$ cat config.mk
export PLATFORM = sky130hd
export DESIGN_NAME = edge_iso_link
export DESIGN_NICKNAME = d
export VERILOG_FILES = /design/src/rtl/iso_link_pkg.sv /design/src/rtl/iso_glitch_filter.sv /design/src/rtl/iso_tx_encoder.sv /design/src/rtl/iso_rx_decoder.sv /design/src/rtl/edge_iso_link.sv
export SDC_FILE = /design/constraint.sdc
export NUM_CORES = 1
export LEC_CHECK = 0
export ABC_AREA = 1
export BUFFER_PORTS_ARGS = -buffer_cell sky130_fd_sc_hd__buf_2
export CAP_MARGIN = 20
export CORE_AREA = 5 5 76 78
export DETAILED_ROUTE_END_ITERATION = 10
export DIE_AREA = 0 0 81 83
export SLEW_MARGIN = 20
export SYNTH_ARGS = -nofsm -noshare
export SYNTH_HDL_FRONTEND = slang
export SYNTH_HIERARCHICAL = 1
export SYNTH_SLANG_ARGS = --single-unit
export TNS_END_PERCENT = 5
$ cat constraint.sdc
create_clock -name clk -period 3.7 [get_ports clk]
set_input_delay 0.37 -clock clk [delete_from_list [all_inputs] [get_ports clk]]
set_output_delay 0.37 -clock clk [all_outputs]
set_load 0.01 [all_outputs]
$ cat src/rtl/iso_link_pkg.sv
package iso_link_pkg;

  // Symbol kinds on the narrow link. Bit 0 marks a transition and bit 1
  // marks a refresh, so the encoder builds the kind from those two flags.
  typedef enum logic [1:0] {
    SYM_NONE    = 2'b00,
    SYM_EDGE    = 2'b01,
    SYM_REFRESH = 2'b10,
    SYM_BOTH    = 2'b11
  } sym_kind_e;

  typedef struct packed {
    sym_kind_e kind;
    logic      level;
  } link_sym_t;

  function automatic logic sym_has_edge(link_sym_t s);
    return (s.kind == SYM_EDGE) || (s.kind == SYM_BOTH);
  endfunction

  function automatic logic sym_has_refresh(link_sym_t s);
    return (s.kind == SYM_REFRESH) || (s.kind == SYM_BOTH);
  endfunction

endpackage

$ cat src/rtl/iso_glitch_filter.sv
module iso_glitch_filter #(
  parameter int FILT_LEN    = 3,
  parameter int SYNC_STAGES = 2
) (
  input  logic clk,
  input  logic rst,
  input  logic raw_i,
  output logic level_o
);
  localparam int CW = $clog2(FILT_LEN + 1);

  logic [SYNC_STAGES-1:0] sync_q;
  logic [CW-1:0]          run_q;
  logic                   level_q;
  logic                   samp;

  assign samp    = sync_q[SYNC_STAGES-1];
  assign level_o = level_q;

  // The idle level is high, which matches the failsafe value.
  always_ff @(posedge clk) begin
    if (rst) begin
      sync_q  <= '1;
      run_q   <= '0;
      level_q <= 1'b1;
    end else begin
      sync_q <= {sync_q[SYNC_STAGES-2:0], raw_i};
      if (samp != level_q) begin
        if (run_q == CW'(FILT_LEN - 1)) begin
          level_q <= samp;
          run_q   <= '0;
        end else begin
          run_q <= run_q + 1'b1;
        end
      end else begin
        run_q <= '0;
      end
    end
  end

  // A change of the filtered level needs the sampled input at the new
  // value for at least the two cycles before it.
  generate
    if (FILT_LEN >= 2) begin : g_filt_chk
      p_filter_settled_r4: assert property (@(posedge clk) disable iff (rst)
        (level_q != $past(level_q)) |-> ($past(samp) == level_q && $past(samp, 2) == level_q));
    end
  endgenerate

endmodule

$ cat src/rtl/iso_tx_encoder.sv
module iso_tx_encoder
  import iso_link_pkg::*;
#(
  parameter int REFRESH_PERIOD = 1000
) (
  input  logic      clk,
  input  logic      rst,
  input  logic      pwr_i,
  input  logic      level_i,
  output link_sym_t sym_o
);
  localparam int RW = $clog2(REFRESH_PERIOD + 1);

  logic [RW-1:0] ref_cnt_q;
  logic          last_q;
  link_sym_t     sym_q;
  logic          due;
  logic          edge_now;

  assign due      = (ref_cnt_q == RW'(REFRESH_PERIOD - 1));
  assign edge_now = (level_i != last_q);
  assign sym_o    = sym_q;

  always_ff @(posedge clk) begin
    if (rst || !pwr_i) begin
      ref_cnt_q  <= '0;
      last_q     <= level_i;
      sym_q.kind <= SYM_NONE;
      sym_q.level <= 1'b1;
    end else begin
      ref_cnt_q   <= due ? '0 : ref_cnt_q + 1'b1;
      last_q      <= level_i;
      sym_q.kind  <= sym_kind_e'({due, edge_now});
      sym_q.level <= level_i;
    end
  end

  p_edge_emits_r3: assert property (@(posedge clk) disable iff (rst)
    (pwr_i && edge_now) |=> (sym_has_edge(sym_q) && sym_q.level == $past(level_i)));

  p_quiet_unpowered_r7: assert property (@(posedge clk) disable iff (rst)
    !pwr_i |=> (sym_q.kind == SYM_NONE));

  generate
    if (REFRESH_PERIOD >= 2) begin : g_ref_chk
      p_refresh_spaced_r6: assert property (@(posedge clk) disable iff (rst)
        sym_has_refresh(sym_q) |=> !sym_has_refresh(sym_q));
    end
  endgenerate

endmodule

$ cat src/rtl/iso_rx_decoder.sv
module iso_rx_decoder
  import iso_link_pkg::*;
#(
  parameter int TIMEOUT  = 4000,
  parameter int ACT_HOLD = 2000
) (
  input  logic      clk,
  input  logic      rst,
  input  link_sym_t sym_i,
  output logic      dout_o,
  output logic      failsafe_o,
  output logic      path_fast_o
);
  localparam int WW = $clog2(TIMEOUT + 1);
  localparam int AW = $clog2(ACT_HOLD + 1);

  logic [WW-1:0] wd_q, wd_d;
  logic [AW-1:0] act_q, act_d;
  logic          fast_lvl_q, fast_lvl_d;
  logic          slow_lvl_q, slow_lvl_d;
  logic          fs_q, fs_d;
  logic          sel_fast_q, sel_fast_d;
  logic          dout_q, dout_d;
  logic          got_edge, got_ref;

  assign got_edge = sym_has_edge(sym_i);
  assign got_ref  = sym_has_refresh(sym_i);

  always_comb begin
    // Loss-of-refresh watchdog, saturating at the timeout.
    if (got_ref) begin
      wd_d = '0;
      fs_d = 1'b0;
    end else if (wd_q == WW'(TIMEOUT - 1)) begin
      wd_d = wd_q;
      fs_d = 1'b1;
    end else begin
      wd_d = wd_q + 1'b1;
      fs_d = fs_q;
    end

    // Fast level follows every symbol, slow level only refreshes.
    fast_lvl_d = (sym_i.kind != SYM_NONE) ? sym_i.level : fast_lvl_q;
    slow_lvl_d = got_ref ? sym_i.level : slow_lvl_q;

    // Activity window that selects the fast path.
    if (got_edge)        act_d = AW'(ACT_HOLD);
    else if (act_q != 0) act_d = act_q - 1'b1;
    else                 act_d = act_q;
    sel_fast_d = (act_d != 0);

    if (fs_d)            dout_d = 1'b1;
    else if (sel_fast_d) dout_d = fast_lvl_d;
    else                 dout_d = slow_lvl_d;
  end

  always_ff @(posedge clk) begin
    if (rst) begin
      wd_q       <= '0;
      act_q      <= '0;
      fast_lvl_q <= 1'b1;
      slow_lvl_q <= 1'b1;
      fs_q       <= 1'b1;
      sel_fast_q <= 1'b0;
      dout_q     <= 1'b1;
    end else begin
      wd_q       <= wd_d;
      act_q      <= act_d;
      fast_lvl_q <= fast_lvl_d;
      slow_lvl_q <= slow_lvl_d;
      fs_q       <= fs_d;
      sel_fast_q <= sel_fast_d;
      dout_q     <= dout_d;
    end
  end

  assign dout_o      = dout_q;
  assign failsafe_o  = fs_q;
  assign path_fast_o = sel_fast_q;

  p_fs_output_high_r7: assert property (@(posedge clk) disable iff (rst)
    fs_q |-> dout_q);

  p_refresh_clears_fs_r9: assert property (@(posedge clk) disable iff (rst)
    got_ref |=> !fs_q);

  p_release_level_r2: assert property (@(posedge clk) disable iff (rst)
    (fs_q != $past(fs_q) && !fs_q) |-> (dout_q == $past(sym_i.level)));

  p_fast_after_edge_r5: assert property (@(posedge clk) disable iff (rst)
    got_edge |=> sel_fast_q);

endmodule

$ cat src/rtl/edge_iso_link.sv
module edge_iso_link
  import iso_link_pkg::*;
#(
  parameter int FILT_LEN       = 3,
  parameter int SYNC_STAGES    = 2,
  parameter int REFRESH_PERIOD = 1000,
  parameter int TIMEOUT        = 4000,
  parameter int ACT_HOLD       = 2000
) (
  input  logic clk,
  input  logic rst,
  input  logic tx_pwr,
  input  logic in_drive,
  input  logic din,
  output logic dout,
  output logic failsafe,
  output logic path_fast
);
  logic      raw_level;
  logic      tx_rst;
  logic      filt_level;
  link_sym_t link_sym;

  // An undriven input is pulled high; a powered-down sender is held idle.
  assign raw_level = in_drive ? din : 1'b1;
  assign tx_rst    = rst || !tx_pwr;

  iso_glitch_filter #(
    .FILT_LEN    (FILT_LEN),
    .SYNC_STAGES (SYNC_STAGES)
  ) u_filter (
    .clk     (clk),
    .rst     (tx_rst),
    .raw_i   (raw_level),
    .level_o (filt_level)
  );

  iso_tx_encoder #(
    .REFRESH_PERIOD (REFRESH_PERIOD)
  ) u_tx (
    .clk     (clk),
    .rst     (rst),
    .pwr_i   (tx_pwr),
    .level_i (filt_level),
    .sym_o   (link_sym)
  );

  iso_rx_decoder #(
    .TIMEOUT  (TIMEOUT),
    .ACT_HOLD (ACT_HOLD)
  ) u_rx (
    .clk         (clk),
    .rst         (rst),
    .sym_i       (link_sym),
    .dout_o      (dout),
    .failsafe_o  (failsafe),
    .path_fast_o (path_fast)
  );

  p_open_input_high_r8: assert property (@(posedge clk) disable iff (rst)
    (!in_drive && tx_pwr) |=> (u_filter.sync_q[0] == 1'b1));

endmodule

==> metrics, run 1 <==
crit path capture type=flip-flop; via count=between 1500 and 2000; routed wire length=about 3.7 mm; Max-slew headroom=73.3%; Crit path arrival time=1.87 ns; GPL Wtd Cong=0.787; most frequent cells in the layout=nand2_1 (58), dfxtp_1 (47), inv_1 (43); maxcap violations=0; # nets final=between 300 and 400; part of the cycle the worst path needs=45.4%; status=complete, no violations; Final Hold Fails=0; GRT Overall Usage=between 10% and 20%; syn_nets=roughly 310; # diodes=0; commonest non-fill, non-tap cell in the layout=nand2_1; dpl hpwl=2.82 mm; first-pass iteration count of the detailed router=4; Cell Rows=26; Max Clock Freq=between 500 and 600 MHz; #FFs+latches synth=47; unrepaired setup endpoints after global routing=no; core area=5010 sq um; leakage=1.06 nW; Clock Sinks=47; sequential area share after synthesis=42.1%; Starting Density=44.6%; pin count of the biggest net entering global routing=16; Total Neg Setup Slack=0 ns; top post-synthesis cells by area=dfxtp_1 (42%), nand2_1 (9.7%), inv_1 (7.2%), nor2_1 (5.0%), a21oi_1 (4.3%); GR Overflow Total=0; Syn-to-layout area delta=9.35%; port bufs=7; Die ar.=a little under 7000 sq um; first-pass GRT wire length=6.85 mm; Avg WL per Cell=9.87 um; H-Tree Depth=2; Synth Warn #=6; clk slew on worst S/H paths=0.09 ns; DRC violations left=0; CP max FO=9; fin area=2440 sq um; Cells after Synth=296; initial antenna violation count=0; Core Util, Final=48.8%; hold_buf cts=0; Setup CP Type=reg2reg; DRT antenna net count=0; Final Hold Slack=0.324 ns; Max Root-Sink Buffers=2; maximum VDD drop=0.000221 V; Hold WC Path Type=in2reg; drt via density=4.60; Critical Path RT=~4 ns; Post-DP Area=about 2300 sq um; share of cells above drive strength 1=18.4%; Die Width=between 80 and 90 um; # IOs=8; Final min period=around 1.7 ns; Yosys top cell by area=dfxtp_1; top cell type's share of synthesized area=between 40 and 50%; Post-Route Skew=0.00643 ns; clock root cell=clkbuf_8; Synth cell types=34; Final Setup Violations=0; power per cell area=615 nW/um^2; Avg Cell Area, Syn=roughly 7.6 sq um; Die Y=approximately 83 um; number of global-route vias before repair=1630; clk_lat worst skew=0.29 ns; CTS Buf Count=5; CTS tree=yes; initial DRC count=98; synthesized area=2240 sq um; fillers=526; PostCTS Resize Cnt=0; setup bufs post-CTS=0; Worst Setup Start Kind=flip-flop; slew at the pin closest to its max-slew limit=about 0.4 ns; Final Max Tran Viols=0
cells in the mapped netlist (all sizes together):
master,number
nand2,66
inv,48
dfxtp,47
nor2,45
nand3,24
a21oi,22
o21ai,11
nor3,8
ha,4
nand4,4
or2,3
xnor2,3
xor2,3
a211oi,1
a311oi,1
buf,1
clkbuf,1
nand3b,1
o21a,1
o31ai,1
or4,1
registers in the layout, indices dropped and copies added (netlist names):
| signal | cells |
|---|---|
| u_filter/run_q | 2 |
| u_rx/path_fast_o | 1 |
| u_rx/act_q | 11 |
| u_tx/ref_cnt_q | 10 |
| u_filter/sync_q | 2 |
| u_rx/failsafe_o | 1 |
| u_rx/slow_lvl_q | 1 |
| u_rx/wd_q | 12 |
| u_rx/fast_lvl_q | 1 |
| u_tx/sym_o | 3 |
| u_tx/last_q | 1 |
| u_filter/level_o | 1 |
| u_rx/dout_o | 1 |
stage by stage:
stage / cells / power (mW) / setup WS [ns]
3_3_place_gp: 371 / 1.20 / 2.05
4_1_cts: 379 / 1.53 / 2.01
5_1_grt: 379 / 1.63 / 1.86
3_5_place_dp: 371 / 1.20 / 2.02
6_report: 379 / 1.50 / 2.02
2_1_floorplan: 296 / 1.11 / 2.16
power breakdown:
part | internal (mW) | switching, mW
combinational | 0.213 | 0.376
sequential | 0.552 | 0.0447
clock | 0.153 | 0.165
per-layer routing:
layer	vias up	wire length, um	track usage [%]
met2	22	1660	19.2
met3	2	124	3.90
met1	764	1920	16.7
met5	-	0	0
met4	0	30	4.15
li1	955	-	-
cell families (layout without fill, tap and decap cells):
| logic type | count (synthesis) | count (layout) | share of synthesized area (%) |
|---|---|---|---|
| simple gates | 152 | 152 | 35.4 |
| buf+inv | 50 | 63 | 8.45 |
| flops | 47 | 47 | 42.1 |
| compound gates | 37 | 37 | 9.46 |
| xor+xnor | 6 | 6 | 2.35 |
| fa+ha+maj | 4 | 4 | 2.24 |
worst paths after layout:
kind	startpoint	to	slack (ns)	cells after the start
min reg2reg	u_filter/sync_q[0]	u_filter/sync_q[1]	0.41	1
max	u_rx/act_q[0]	u_rx/dout_o	2.02	11
max reg2reg	u_rx/act_q[0]	u_rx/dout_o	2.02	11
min	din	u_filter/sync_q[0]	0.32	4
worst max-delay path, stage by stage (launching register included):
cell and delay (ns):
dfxtp_1 0.31, inv_1 0.10, ha_1 0.23, nand2_1 0.11, nor2_4 0.14, nand3_4 0.14
nand2_1 0.11, nand3_1 0.10, nor2_2 0.16, nand3_2 0.08, nand2_1 0.06, nand3_1 0.05
final cells by class:
class | instances | area (sq um) | area share [%]
Multi-Input combinational cell | 199 | 1110 | 45.2
Sequential cell | 47 | 941 | 38.5
Inverter | 48 | 180 | 7.37
Tap cell | 70 | 87.6 | 3.58
Clock buffer | 7 | 86.3 | 3.53
Timing Repair Buffer | 7 | 35.0 | 1.43
Clock inverter | 1 | 8.76 | 0.358
No activity file was read; power rests on OpenSTA's default activity.
==> run 2: changes to the inputs <==
- clock period: 3.7 -> 1.45 ns (I/O delays scaled with it)
==> metrics, run 2 (synthesis gave the netlist of run 1 again) <==
status=complete, but fails checks; failing checks=setup timing; Critical Path RT=1.63 ns (-2.26 ns); setup slack at placement=-0.149 ns (-2.17 ns); Final Hold Fails=0 (unchanged); GPL Wtd Cong=0.792 (+0.66%); via count=1929 (+11%); core area=5010 sq um (unchanged); GRT Overall Usage=14.3% (+1.7 points); DRC violations left=0 (unchanged); GR Overflow Total=0 (unchanged); first-pass GRT wire length=7.65 mm (+12%); slew at the pin closest to its max-slew limit=0.409 ns (+0.0104 ns); CTS tree=yes; Final Setup Violations=3 (+3); initial antenna violation count=0 (unchanged); Max-slew headroom=72.7% (-0.62 points); unrepaired setup endpoints after global routing=yes; DRT antenna net count=0 (unchanged); Crit path arrival time=1.77 ns (-0.10 ns); Post-DP Area=2600 sq um (+10%); top flop regs=u_rx/wd_q: 12 flops, u_rx/act_q: 11 flops, u_tx/ref_cnt_q: 10 flops; # diodes=0 (unchanged); Worst Setup Start Kind=flip-flop; Max Clock Freq=630 MHz (+6.0%); Top reg by flops=u_rx/wd_q; part of the cycle the worst path needs=109% (+64 points); first-pass iteration count of the detailed router=4 (unchanged); Die Width=81 um (unchanged); Starting Density=44.6% (unchanged); commonest non-fill, non-tap cell in the layout=nand2_1; # IOs=8 (unchanged); leakage=1.26 nW (+20%); Final Max Tran Viols=0 (unchanged); maxcap violations=0 (unchanged); CTS Buf Count=5 (unchanged); clk_lat worst skew=0.30 ns (about the same); share of cells above drive strength 1=32.2% (+14 points); Clock Sinks=47 (unchanged); Syn-to-layout area delta=25.7%; Avg WL per Cell=10.6 um (+7.6%); # nets final=351 (+11%); Die ar.=6720 sq um (unchanged); Setup CP Type=reg2reg; clk slew on worst S/H paths=0.08 ns (about the same); fin area=2810 sq um (+15%); power per cell area=1740 nW/um^2 (+180%); crit path capture type=flip-flop; clock root cell=clkbuf_8; Total Neg Setup Slack=-0.228 ns (-0.228 ns); number of global-route vias before repair=1848 (+13%); max FFs per register=12 (unchanged); routed wire length=4.37 mm (+17%); Cell Rows=26 (unchanged); dpl hpwl=3.21 mm (+14%); CP max FO=5 (-4); H-Tree Depth=2 (unchanged); non-filler instance count after layout=412 (+8.7%); most frequent cells in the layout=nand2_1 (51), dfxtp_1 (44), inv_1 (41); Final min period=1.59 ns (-0.0945 ns); fillers=493 (-6.3%); Die Y=83 um (unchanged); placed cell count=400 (+7.8%); initial DRC count=65 (-34%); port bufs=7 (unchanged); Max Root-Sink Buffers=2 (unchanged); maximum VDD drop=0.000948 V (+330%); Final WS setup=-0.136 ns (-2.16 ns); Post-Route Skew=0.00775 ns (+0.00132 ns); drt via density=4.68 (+1.8%); pin count of the biggest net entering global routing=14 (-2); Hold WC Path Type=in2reg
[run 2: cell types whose count changed in the layout (fill, tap and decap cells not counted), moves of 5 or more]
| cell | change |
|---|---|
| nand3_1 | -5 |
| nand3_2 | +6 |
| nand2_1 | -7 |
| nand2_2 | +6 |
| buf_4 | +33 |
[run 2: area by class of cell]
type	count	area (sq um)	share of cell area [%]
Inverter	48	180	6.41
Clock inverter	1	30.0	1.07
Tap cell	70	87.6	3.12
Sequential cell	47	945	33.6
Timing Repair Buffer	40	283	10.1
Clock buffer	6	72.6	2.58
Multi-Input combinational cell	200	1210	43.2
[run 2: stage by stage]
stage          utilization [%]  hold WS (ns)  total power, mW
6_report                  56.1         0.104             4.88
3_3_place_gp              51.8         0.396             3.61
5_1_grt                   56.1         0.122             5.24
3_5_place_dp              51.8         0.396             3.65
4_1_cts                   54.9        0.0967             4.75
2_1_floorplan                -         0.243             2.94
[run 2: per-layer routing]
metal	vias to the layer above	share of wire [%]	track usage, %
li1	1031	-	-
met1	870	48	17.8
met2	23	48	23.5
met3	5	3.3	3.57
met4	0	1.5	5.22
met5	-	0	0
[run 2: worst max-delay path, cell delays in order, from the launching register on]
cell and delay, ns:
dfxtp_2 0.33, inv_2 0.07, ha_4 0.16, nand2_4 0.05, nor2_4 0.18, nand3_4 0.14, nand2_2 0.11, nand3_2 0.10
nor2_4 0.14, nand3_2 0.08, nand2_2 0.07, nand3_2 0.06
[run 2: where the power goes]
part / switching (mW) / leakage (nW) / internal, mW / total (mW)
Clock: 0.416 / 0.0513 / 0.506 / 0.922
Sequential: 0.102 / 0.383 / 1.42 / 1.52
Combinational: 1.30 / 0.829 / 1.15 / 2.45
[run 2: repair_timing]
item	CTS	global route
hold buffers	0	0
gates resized for setup	7	11
buffers inserted	2	2
gates cloned	1	0
setup endpoints to repair	3	12
pin swaps	10	10
[run 2: worst paths after layout]
| path | to | startpoint | slack (ns) | cells past startpoint |
|---|---|---|---|---|
| worst max-delay path | u_rx/dout_o | u_rx/act_q[1] | -0.14 | 11 |
| worst min-delay path | u_filter/sync_q[0] | din | 0.10 | 4 |
| worst max register to register | u_rx/dout_o | u_rx/act_q[1] | -0.14 | 11 |
| worst min register to register | u_filter/sync_q[1] | u_filter/sync_q[0] | 0.41 | 1 |
==> run 3: changes to the inputs <==
- SETUP_SLACK_MARGIN: default -> 0.15
==> metrics, run 3 (synthesis gave the netlist of run 1 again) <==
Setup CP Type=reg2reg; H-Tree Depth=2 (unchanged); top flop regs=u_rx/wd_q: 12 flops, u_rx/act_q: 11 flops, u_tx/ref_cnt_q: 10 flops; Final Setup Violations=2 (-1); CP peak stage delay=0.33 ns (about the same); Die Width=81 um (unchanged); Top reg by flops=u_rx/wd_q; leakage=1.31 nW (+3.6%); Switching Power=1.86 mW (+2.2%); setup slack at placement=-0.149 ns (unchanged); Post-Route Skew=0.00690 ns (-0.000845 ns); Core Util, Final=57.9% (+1.7 points); CP max FO=5 (unchanged); CTS tree=yes; Final Hold Slack=0.104 ns (-0.000365 ns); Final min period=1.59 ns (+0.000471 ns); part of the cycle the worst path needs=109% (about the same); crit path capture type=flip-flop; most frequent CP cell=nand3_2; # IOs=8 (unchanged); Hold WC Path Type=in2reg; clock power share=18.5% (-0.4 points); most frequent cells in the layout=nand2_1 (46), inv_1 (40), dfxtp_1 (40); pin count of the biggest net entering global routing=14 (unchanged); unrepaired setup endpoints after global routing=yes; first-pass GRT wire length=7.71 mm (+0.81%); non-filler instance count after layout=412 (unchanged); # diodes=0 (unchanged); Logic pwr share=50.8% (+0.7 points); Total Neg Setup Slack=-0.228 ns (+0.000506 ns); via count=1920 (-0.47%); Starting Density=44.6% (unchanged); Flop pwr share=30.6% (-0.5 points); Clock Sinks=47 (unchanged); hold_buf cts=0 (unchanged); Final Max Tran Viols=0 (unchanged); placed cell count=400 (unchanged); power per cell area=1710 nW/um^2 (-1.4%); Worst Setup Start Kind=flip-flop; GRT Overall Usage=14.4% (+0.091 points); initial DRC count=72 (+11%); maxcap violations=0 (unchanged); DRC violations left=0 (unchanged); max FFs per register=12 (unchanged); slew at the pin closest to its max-slew limit=0.417 ns (+0.00783 ns); clk_lat worst skew=0.30 ns (about the same); GPL Wtd Cong=0.792 (unchanged); Post-DP Area=2600 sq um (unchanged); Final WS setup=-0.137 ns (-0.000471 ns); port bufs=7 (unchanged); DRT antenna net count=0 (unchanged); core area=5010 sq um (unchanged); status=complete, but fails checks; Sw Ratio=37.4% (+0.19 points); Final Hold Fails=0 (unchanged); drt via density=4.66 (-0.47%); Max Root-Sink Buffers=2 (unchanged); number of global-route vias before repair=1845 (-0.16%); clock root cell=clkbuf_8; GR Overflow Total=0 (unchanged); CTS Buf Count=5 (unchanged); Die ar.=6720 sq um (unchanged); Syn-to-layout area delta=29.7%; first-pass iteration count of the detailed router=4 (unchanged); Die Y=83 um (unchanged); commonest non-fill, non-tap cell in the layout=nand2_1; Max Clock Freq=630 MHz (about the same); failing checks=setup timing; fin area=2900 sq um (+3.1%); PnR Total Power=4.96 mW (+1.6%); dpl hpwl=3.21 mm (unchanged); Critical Path RT=1.63 ns (about the same); cell-internal power=3.11 mW (+1.3%); CP Cell Sequence=inv_2, ha_4, nand2_4, nor2_4, nand3_2, nand3_2, inv_1, nor2_2, nand3_2, nand2_2, nand3_2; clk slew on worst S/H paths=0.08 ns (about the same); routed wire length=4.39 mm (+0.32%); share of cells above drive strength 1=36.8% (+4.7 points); initial antenna violation count=0 (unchanged); Max-slew headroom=72.2% (-0.52 points); CP bufs+invs=2 (+1); Slowest-stage cell, CP=dfxtp_2; # nets final=351 (unchanged); Cell Rows=26 (unchanged); Avg WL per Cell=10.7 um (+0.32%); maximum VDD drop=0.000965 V (+1.9%); Crit path arrival time=1.77 ns (about the same); Top Family by Delay on Critical Path=simple AND/OR/NAND/NOR gates
-- run 3: power groups by stage --
stage	combinational [mW]	sequential (mW)	clock [mW]
3_5_place_dp	2.10	1.54	0
5_1_grt	2.78	1.54	1.01
3_3_place_gp	2.08	1.54	0
6_report	2.52	1.52	0.921
2_1_floorplan	1.39	1.54	0
4_1_cts	2.30	1.52	0.960
-- run 3: tightest hold or removal path, stage by stage --
cell,delay (ns)
buf_2,0.07
inv_1,0.03
nand2_1,0.04
or2_1,0.08
-- run 3: final timing paths --
path	endpoint	slack, ns	from	depth (start not counted)
setup / recovery	u_rx/dout_o	-0.14	u_rx/act_q[1]	11
hold / removal	u_filter/sync_q[0]	0.10	din	4
setup reg to reg	u_rx/dout_o	-0.14	u_rx/act_q[1]	11
hold reg to reg	u_filter/sync_q[1]	0.41	u_filter/sync_q[0]	1
-- run 3: layout make-up --
| class | count | area, sq um |
|---|---|---|
| timing repair buffer | 40 | 294 |
| tap | 70 | 87.6 |
| clock buffer | 6 | 72.6 |
| inverter | 48 | 183 |
| clock inverter | 1 | 30.0 |
| fill | 485 | 2110 |
| sequential | 47 | 952 |
| multi-input combinational | 200 | 1280 |
-- run 3: metal layers --
layer	routed length (um)	up-vias	global-route usage, %
li1	-	1029	-
met1	2080	868	17.8
met2	2100	18	23.7
met3	143	5	3.57
met4	65	0	5.22
met5	0	-	0
-- run 3: what timing repair did --
action                                  in CTS  in global routing
resized for setup                           23                 22
buffers inserted                             2                  2
cloned                                       1                  0
endpoints found under the setup margin      16                 19
pin swaps                                   16                 17
